## src/rtl/dmac_pkg.sv

```systemverilog
package dmac_pkg;
  localparam int DW = 8;
  localparam int MW = 6;
  localparam logic [3:0] OFS_CMD     = 4'd8;
  localparam logic [3:0] OFS_REQ     = 4'd9;
  localparam logic [3:0] OFS_SMASK   = 4'd10;
  localparam logic [3:0] OFS_MODE    = 4'd11;
  localparam logic [3:0] OFS_CLRFF   = 4'd12;
  localparam logic [3:0] OFS_MCLR    = 4'd13;
  localparam logic [3:0] OFS_CLRMASK = 4'd14;
  localparam logic [3:0] OFS_WMASK   = 4'd15;
  localparam int MODE_AUTO = 2;
  localparam int MODE_DEC  = 3;
endpackage

```

## src/rtl/dmac_chan.sv

```systemverilog
module dmac_chan
  import dmac_pkg::*;
#(
  parameter int AW = 16
) (
  input  logic          clk,
  input  logic          rst,
  input  logic          wr_addr,
  input  logic          wr_cnt,
  input  logic          hi_sel,
  input  logic [DW-1:0] wdata,
  input  logic          step,
  input  logic          dec,
  input  logic          autoinit,
  output logic [AW-1:0] base_addr,
  output logic [AW-1:0] base_cnt,
  output logic [AW-1:0] cur_addr,
  output logic [AW-1:0] cur_cnt,
  output logic          tc_pulse
);
  assign tc_pulse = step && (cur_cnt == '0);

  always_ff @(posedge clk) begin
    if (rst) begin
      base_addr <= '0;
      base_cnt  <= '0;
      cur_addr  <= '0;
      cur_cnt   <= '0;
    end else if (wr_addr || wr_cnt) begin
      if (wr_addr) begin
        if (hi_sel) begin
          base_addr[AW-1:DW] <= wdata;
          cur_addr[AW-1:DW]  <= wdata;
        end else begin
          base_addr[DW-1:0] <= wdata;
          cur_addr[DW-1:0]  <= wdata;
        end
      end
      if (wr_cnt) begin
        if (hi_sel) begin
          base_cnt[AW-1:DW] <= wdata;
          cur_cnt[AW-1:DW]  <= wdata;
        end else begin
          base_cnt[DW-1:0] <= wdata;
          cur_cnt[DW-1:0]  <= wdata;
        end
      end
    end else if (step) begin
      if (tc_pulse && autoinit) begin
        cur_addr <= base_addr;
        cur_cnt  <= base_cnt;
      end else begin
        cur_cnt  <= cur_cnt - 1'b1;
        cur_addr <= dec ? cur_addr - 1'b1 : cur_addr + 1'b1;
      end
    end
  end
endmodule

```

## src/rtl/dmac_ctrl.sv

```systemverilog
module dmac_ctrl
  import dmac_pkg::*;
#(
  parameter int NCH = 4,
  localparam int CW = $clog2(NCH)
) (
  input  logic          clk,
  input  logic          rst,
  input  logic [3:0]    io_addr,
  input  logic          io_wr,
  input  logic          io_rd,
  input  logic [DW-1:0] io_wdata,
  input  logic [NCH-1:0] tc_set,
  input  logic [NCH-1:0] dreq,
  output logic          ff_hi,
  output logic [NCH-1:0] mask,
  output logic [NCH*MW-1:0] mode_flat,
  output logic [DW-1:0] cmd,
  output logic [NCH-1:0] tc_flags,
  output logic [DW-1:0] status
);
  logic [MW-1:0]  mode_q [NCH];
  logic [NCH-1:0] req_q;
  logic           w_mclr, w_ch, rd_stat;
  logic [CW-1:0]  sel;

  assign w_mclr  = io_wr && (io_addr == OFS_MCLR);
  assign w_ch    = (io_wr || io_rd) && !io_addr[3];
  assign rd_stat = io_rd && (io_addr == OFS_CMD);
  assign sel     = io_wdata[CW-1:0];
  assign status  = {req_q | dreq, tc_flags};

  always_ff @(posedge clk) begin
    if (rst || w_mclr) begin
      ff_hi    <= 1'b0;
      mask     <= '1;
      cmd      <= '0;
      req_q    <= '0;
      tc_flags <= '0;
    end else begin
      if (io_wr && io_addr == OFS_CLRFF) ff_hi <= 1'b0;
      else if (w_ch)                     ff_hi <= !ff_hi;
      if (io_wr) begin
        case (io_addr)
          OFS_CMD:     cmd        <= io_wdata;
          OFS_REQ:     req_q[sel] <= io_wdata[2];
          OFS_SMASK:   mask[sel]  <= io_wdata[2];
          OFS_CLRMASK: mask       <= '0;
          OFS_WMASK:   mask       <= io_wdata[NCH-1:0];
          default: ;
        endcase
      end
      tc_flags <= (rd_stat ? '0 : tc_flags) | tc_set;
    end
  end

  for (genvar n = 0; n < NCH; n++) begin : g_mode
    always_ff @(posedge clk) begin
      if (rst || w_mclr)
        mode_q[n] <= '0;
      else if (io_wr && io_addr == OFS_MODE && sel == CW'(n))
        mode_q[n] <= io_wdata[DW-1:2];
    end
    assign mode_flat[n*MW +: MW] = mode_q[n];
  end
endmodule

```

## src/rtl/dmac_regport.sv

```systemverilog
module dmac_regport
  import dmac_pkg::*;
#(
  parameter int NCH = 4,
  parameter int AW  = 16
) (
  input  logic              clk,
  input  logic              rst,
  input  logic [3:0]        io_addr,
  input  logic              io_wr,
  input  logic              io_rd,
  input  logic [7:0]        io_wdata,
  output logic [7:0]        io_rdata,
  input  logic [NCH-1:0]    eng_step,
  input  logic [NCH-1:0]    eng_dreq,
  output logic [NCH-1:0]    ch_mask,
  output logic [NCH*6-1:0]  ch_mode,
  output logic [7:0]        cmd_out,
  output logic [NCH*AW-1:0] base_addr_o,
  output logic [NCH*AW-1:0] base_cnt_o,
  output logic [NCH*AW-1:0] cur_addr_o,
  output logic [NCH*AW-1:0] cur_cnt_o
);
  localparam int CW = $clog2(NCH);

  logic           ff_hi;
  logic [NCH-1:0] tc_flags, tc_set;
  logic [DW-1:0]  status;
  logic [AW-1:0]  cur_a [NCH];
  logic [AW-1:0]  cur_c [NCH];
  logic [CW-1:0]  ch_sel;

  assign ch_sel = io_addr[CW:1];

  dmac_ctrl #(.NCH(NCH)) u_ctrl (
    .clk(clk), .rst(rst), .io_addr(io_addr), .io_wr(io_wr), .io_rd(io_rd),
    .io_wdata(io_wdata), .tc_set(tc_set), .dreq(eng_dreq), .ff_hi(ff_hi),
    .mask(ch_mask), .mode_flat(ch_mode), .cmd(cmd_out), .tc_flags(tc_flags),
    .status(status)
  );

  for (genvar n = 0; n < NCH; n++) begin : g_ch
    logic hit, wa, wc;
    assign hit = io_wr && !io_addr[3] && (ch_sel == CW'(n));
    assign wa  = hit && !io_addr[0];
    assign wc  = hit && io_addr[0];
    dmac_chan #(.AW(AW)) u_chan (
      .clk(clk), .rst(rst), .wr_addr(wa), .wr_cnt(wc), .hi_sel(ff_hi),
      .wdata(io_wdata), .step(eng_step[n] && !hit),
      .dec(ch_mode[n*MW + MODE_DEC]), .autoinit(ch_mode[n*MW + MODE_AUTO]),
      .base_addr(base_addr_o[n*AW +: AW]), .base_cnt(base_cnt_o[n*AW +: AW]),
      .cur_addr(cur_a[n]), .cur_cnt(cur_c[n]), .tc_pulse(tc_set[n])
    );
    assign cur_addr_o[n*AW +: AW] = cur_a[n];
    assign cur_cnt_o[n*AW +: AW]  = cur_c[n];
  end

  always_ff @(posedge clk) begin
    if (rst) begin
      io_rdata <= '0;
    end else if (io_rd) begin
      if (!io_addr[3]) begin
        if (io_addr[0]) io_rdata <= ff_hi ? cur_c[ch_sel][AW-1:DW] : cur_c[ch_sel][DW-1:0];
        else            io_rdata <= ff_hi ? cur_a[ch_sel][AW-1:DW] : cur_a[ch_sel][DW-1:0];
      end else if (io_addr == OFS_CMD) begin
        io_rdata <= status;
      end else begin
        io_rdata <= '0;
      end
    end
  end
endmodule

```

## config.mk

```make
export PLATFORM = sky130hd
export DESIGN_NAME = dmac_regport
export DESIGN_NICKNAME = d
export VERILOG_FILES = /design/src/rtl/dmac_pkg.sv /design/src/rtl/dmac_chan.sv /design/src/rtl/dmac_ctrl.sv /design/src/rtl/dmac_regport.sv
export SDC_FILE = /design/constraint.sdc
export NUM_CORES = 1
export LEC_CHECK = 0
export BUFFER_PORTS_ARGS = -buffer_cell sky130_fd_sc_hd__buf_4
export CAP_MARGIN = 20
export CORE_ASPECT_RATIO = 0.7
export CORE_MARGIN = 3
export CORE_UTILIZATION = 57
export DETAILED_ROUTE_END_ITERATION = 10
export PLACE_DENSITY = 0.81
export RECOVER_POWER = 25
export REMOVE_ABC_BUFFERS = 1
export SYNTH_ARGS = -nofsm -noshare
export SYNTH_HDL_FRONTEND = slang
export SYNTH_SLANG_ARGS = --single-unit
export TNS_END_PERCENT = 10
```

## constraint.sdc

```tcl
create_clock -name clk -period 3.5 [get_ports clk]
set_input_delay 0.35 -clock clk [delete_from_list [all_inputs] [get_ports clk]]
set_output_delay 0.35 -clock clk [all_outputs]
set_load 0.01 [all_outputs]
```

Yosys cells after proc, flatten, opt, wreduce, memory -nomap -nowiden
Memories as Yosys holds them, arrays and structs flattened.
Cells that the tools add are included.
{"block": "op_classes", "addsub": 12, "order_cmp": 3, "n_eq_ne": 30, "n_mux": 73, "bitwise_logic": 8, "reduce_logical": 95}
{"op": "two-way mux 16 bit", "count": 40}
{"op": "subtractor 16 x 1 -> 16 bit (second input constant)", "count": 8}
{"op": "AND reduction 3 bit", "count": 32}
{"op": "adder 16 x 1 -> 16 bit (second input constant)", "count": 4}
{"op": "binary-select mux 16 bit (select 2 bit)", "count": 2}
{"op": "logical NOT 16 bit", "count": 4}
{"op": "two-way mux 8 bit", "count": 7}
{"op": "logical AND 1 bit", "count": 35}
{"op": "== test 4 bit (second input constant)", "count": 8}
{"op": "two-way mux 6 bit", "count": 4}
{"op": "!= test 2 x 1 -> 1 bit (second input constant)", "count": 8}
{"op": "!= test 2 bit (second input constant)", "count": 8}
{"op": "two-way mux 1 bit", "count": 15}
{"op": "one-hot mux 4 bit (3 select lines)", "count": 1}
{"op": "bitwise mux 4 bit", "count": 2}
{"op": "== test 2 bit (second input constant)", "count": 4}
{"op": "bitwise OR 4 bit", "count": 2}
{"op": "nonzero test 2 bit", "count": 4}
{"op": "logical NOT 1 bit", "count": 7}
{"op": "logical OR 1 bit", "count": 6}
{"op": "AND reduction 2 bit", "count": 3}
{"op": "== test 2 x 1 -> 1 bit (second input constant)", "count": 2}
{"op": "logical NOT 2 bit", "count": 2}
{"op": "two-way mux 4 bit", "count": 1}
{"op": "other kinds (9)", "count": 12}
{"block": "totals", "register_bits": 285, "mem_bits_rw": 24, "input_bits": 24, "out_inout_bits": 300, "word_cells": 260, "mem_count": 1}
{"name": "u_ctrl.mode_q", "words": 4, "word_bits": 6, "rd": 4, "rd_clocked_by_memory_dff": 0, "wr": 4, "line_no": "dmac_ctrl.sv:22", "rtl": "logic [MW-1:0] mode_q [NCH];"}

Depth between registers and ports, before layout
{"block": "logic_depth", "depth_word": 10, "mapped_depth": 11, "depth_no_buf": 9}

Hierarchy
A second synthesis with hierarchy kept.
{"block": "hier_totals", "hier_cells": 2364, "hier_area_um2": 19085.8}
{"module": "dmac_chan at g_ch[2].u_chan ...", "instances": 2, "cells_each": 507, "area_each_um2": 3871.2, "seq_area_each_um2": 1281.2}
{"module": "dmac_chan at g_ch[0].u_chan ...", "instances": 2, "cells_each": 512, "area_each_um2": 3863.7, "seq_area_each_um2": 1281.2}
{"module": "dmac_ctrl", "instances": 1, "cells_each": 171, "area_each_um2": 1935.6, "seq_area_each_um2": 1141.1}
{"module": "dmac_regport", "instances": 1, "cells_each": 155, "area_each_um2": 1680.4, "seq_area_each_um2": 160.2}

Least setup slack after synthesis
OpenSTA, ideal clock, no wires.
{"block": "synth_path", "path_type": "reg2reg", "startpoint": "memory u_ctrl.mode_q[0][3]", "endpoint": "register g_ch[0].u_chan.cur_addr[13]", "setup_ps": 86, "arrival_time_ps": 2576, "t_required_ps": 3414, "path_slack_ps": 838, "stages_incl_launch_ff": 9, "n_path_buf": 0, "period_less_slack_ps": 2662, "path_cell_list": "edfxtp_1 -> ha_1 -> a21o_1 -> a31o_2 -> o21ai_0 -> a21oi_1 -> o21a_1 -> or4_1 -> a211oi_1"}
{"element": "from (decl)", "line_no": "dmac_ctrl.sv:22"}
{"element": "to (signal, indexed assignment)", "line_no": "dmac_chan.sv:33", "rtl": "cur_addr[AW-1:DW] <= wdata;"}
{"element": "to (signal, indexed assignment)", "line_no": "dmac_chan.sv:36", "rtl": "cur_addr[DW-1:0] <= wdata;"}
{"element": "to (signal assigned)", "line_no": "dmac_chan.sv:50", "rtl": "cur_addr <= base_addr;"}
{"element": "to (decl)", "line_no": "dmac_chan.sv:17", "rtl": "output logic [AW-1:0] cur_addr,"}

==> qor.csv <==
stage,metric,value,unit
run_status,status,finished with violations,
run_status,violations,"capacitance limit, slew limit",
synthesis,synthFlopType,dfxtp_1,
power,power,10.8,mW
layout,final_util,0.690,
global_routing,grt_max_degree,80,
synthesis,ys_ff_latch,309,
cts,path_clk_slew,0.07,ns
cts,htreeDepth,1,
placed_design,dp_hpwl,53.9,mm
die,ios,324,
placed_design,dp_slack,0.493,ns
critical_path,crit_chain,dlymetal6s4s_1 > buf_4 > nor4_1 > a21oi_1 > o21ai_0,
power,intPower,7.14,mW
route,vias_per_cell,6.71,
synthesis,yosys.area_share.adder,0.0474,
layout,diodes,0,
layout,drive_above_1_share,0.150,
power,swShare,0.341,
global_routing,antenna_found_initial,4,
synthesis,post-synth-top-count-cell,nand2_1,
critical_path,worstSetupPathType,input pin to register,
placed_design,place.gp.congestion,0.998,
synthesis,synth_mux_area_frac,0.0734,
die,placeableCoreArea,31600,sq um
route,vias,20100,
synthesis,synth.cell_area,18600,sq um
run,max_cap_violations,1,
power,p_leak,8.80,nW
global_routing,overflow,0,
synthesis,synth_compound_area_frac,0.232,
sta,period_share,0.937,
power,combPwrFrac,0.267,
power,power_density,497,nW/um^2
route,drtAntennaViolNets,0,
route,route.detailed.drc,0,
synthesis,synth_top_family_by_area,compound AO/OA/AOI/OAI gates,
synthesis,syn_inst,2306,
synthesis,syn_avg_cell_area,8.05,sq um
critical_path,cp_slowest_cell,dlymetal6s4s_1,
sta,rsz0062_at_grt,false,
sta,finalHoldViolations,0,
cts,cts_buffers,31,
sta,tightest_slew,2.55,ns
synthesis,async_reset_ff_frac,0,
critical_path,cp_slowest_stage_delay,1.85,ns
sta,setup_viol,0,
sta,setup_ws,0.220,ns
cts,ctsHoldBuffers,0,
critical_path,crit_fanout,79,
synthesis,synthTopCellsByArea,"dfxtp_1 31%, nand2_1 7.8%, a21oi_1 5.8%",
route,first_pass_iters,6,
cts,cts.sinks,309,
synthesis,synth_edf_count,24,
synthesis,synth_cell_type_count,81,
die,rows,54,
critical_path,cp-start-kind,input pin,
synthesis,synth_commonest_cells,"388 x nand2_1, 285 x dfxtp_1, 238 x nor2_1",
layout,nNetsFinal,2639,
synthesis,ys_warn_count,0,
global_routing,grt_first_pass_wirelength,112,mm
global_routing,grtUsageTotal,0.412,
global_routing,grt_pass1_vias,18200,
cts,tritoncts,yes,
synthesis,yosysTopAreaCell,dfxtp_1,
critical_path,worstSetupEndpointType,register,
power,power_switching,3.70,mW
route,wirelength,75.3,mm
route,avgRoutedWirePerCell,25.2,um
power,clockPowerShare,0.336,
synthesis,synth_xor_area_frac,0.0424,
cts,root_buffer,clkbuf_16,
die,fp.dieH,157,um
power,pwr-share-seq,0.397,
sta,fmax,305,MHz
sta,setup_tns,0,ns
die,die_x,222,um
layout,area_growth,17.5,%
sta,slew_headroom,-0.702,
cts,cts_resized,0,
sta,slew_violations,56,
placed_design,port_buffers,323,
sta,skew,0.0181,ns
die,dieArea,34800,sq um
critical_path,cp.arrival,3.76,ns
layout,fillers,2724,
synthesis,synth-simple-area-share,0.213,
power,ir_drop,0.000427,V
cts,cts_setup_buffers,0,
cts,clk_path_buf_depth,3,
synthesis,yosysTopAreaCellShare,0.307,
min_path,worstHoldPathType,input pin to register,
cts,clock_latency,0.59,ns
sta,min_period,3.28,ns
die,start_util,0.587,
synthesis,yosysSeqAreaShare,0.346,
route,drtIter0Drc,3133,
critical_path,worst_ep_required_time,3.98,ns
sequential cells by signal, summed over array words and instances (netlist names):
name and cells:
g_ch.u_chan.base_cnt 64, u_ctrl.tc_flags 4, u_ctrl.cmd 8, io_rdata 8, g_ch.u_chan.base_addr 64, u_ctrl.mask 4
g_ch.u_chan.cur_addr 64, u_ctrl.mode_q 24, u_ctrl.req_q 4, g_ch.u_chan.cur_cnt 64, u_ctrl.ff_hi 1
routing by layer:
metal	GRT usage	wire, um
met3	0.111	10800
met5	0	45
met4	0.165	3440
met2	0.599	31300
met1	0.585	29800
power by group through the flow:
stage	registers (mW)	clock network [mW]	logic [mW]
final	4.30	3.64	2.90
after CTS	4.25	3.63	2.85
after global placement	4.33	0	2.79
after global routing	4.29	3.78	3.13
after detailed placement	4.33	0	2.84
after floorplan	4.18	0	1.73
critical path: cells and delay by family:
| family | cells | cell delay [ns] |
|---|---|---|
| AND/OR/NAND/NOR | 1 | 0.19 |
| AO/OA/AOI/OAI | 2 | 0.26 |
| buffers and inverters | 2 | 2.84 |
final timing paths:
check / to / slack [ns] / cells after the start / startpoint
max: g_ch[0].u_chan.cur_addr[11] / 0.22 / 5 / rst
min: io_rdata[5] / 0.06 / 3 / eng_dreq[1]
max reg2reg: g_ch[1].u_chan.cur_addr[15] / 0.43 / 8 / u_ctrl.mode_q[1][3]
min reg2reg: g_ch[1].u_chan.base_cnt[7] / 0.47 / 2 / g_ch[1].u_chan.base_cnt[7]
cells by family after synthesis:
| logic type | after synthesis |
|---|---|
| adder cells (fa/ha/maj) | 68 |
| multiplexers | 86 |
| buffers and inverters | 204 |
| flip-flops | 309 |
| AO/OA/AOI/OAI | 670 |
| XOR/XNOR | 90 |
| AND/OR/NAND/NOR | 879 |
per-stage QoR:
stage | area (sq um) | cells | hold WS (ns)
3_3_place_gp | 21200 | 2934 | 0.442
3_5_place_dp | 21200 | 2934 | 0.462
5_1_grt | 21800 | 2992 | 0.0752
6_report | 21800 | 2992 | 0.0594
4_1_cts | 22300 | 2992 | 0.0411
2_1_floorplan | 17800 | 2130 | 0.415
cells in the final DEF, fill, tap and decap left out, drive strengths merged, types with 15 or more instances in the layout:
cell    Yosys  routed
ha         64      64
nor4       16      16
a311oi     22      22
dfxtp     285     285
nand2     388     388
or3        32      32
o21ai     148     148
buf        36     245
xor2       39      39
inv        28      30
or4        15      15
a211oi     78      78
xnor2      51      51
o211ai     79      79
nand3      46      46
a21oi     215     215
a21o       32      32
nor2      238     238
mux4       40      40
clkbuf    140     179
edfxtp     24      24
and2       27      27
nor3       46      46
mux2i      45      45
final cells by class:
| class | count | area (sq um) | share of cell area |
|---|---|---|---|
| multi-input cells | 1793 | 11300 | 0.518 |
| flip-flops and latches | 309 | 6430 | 0.294 |
| repair buffers | 384 | 2370 | 0.109 |
| clock buffers | 41 | 895 | 0.0410 |
| well taps | 420 | 526 | 0.0241 |
| clock inverters | 17 | 203 | 0.00929 |
| inverters | 28 | 105 | 0.00482 |
Note: power is estimated with default switching activity, not from simulation.
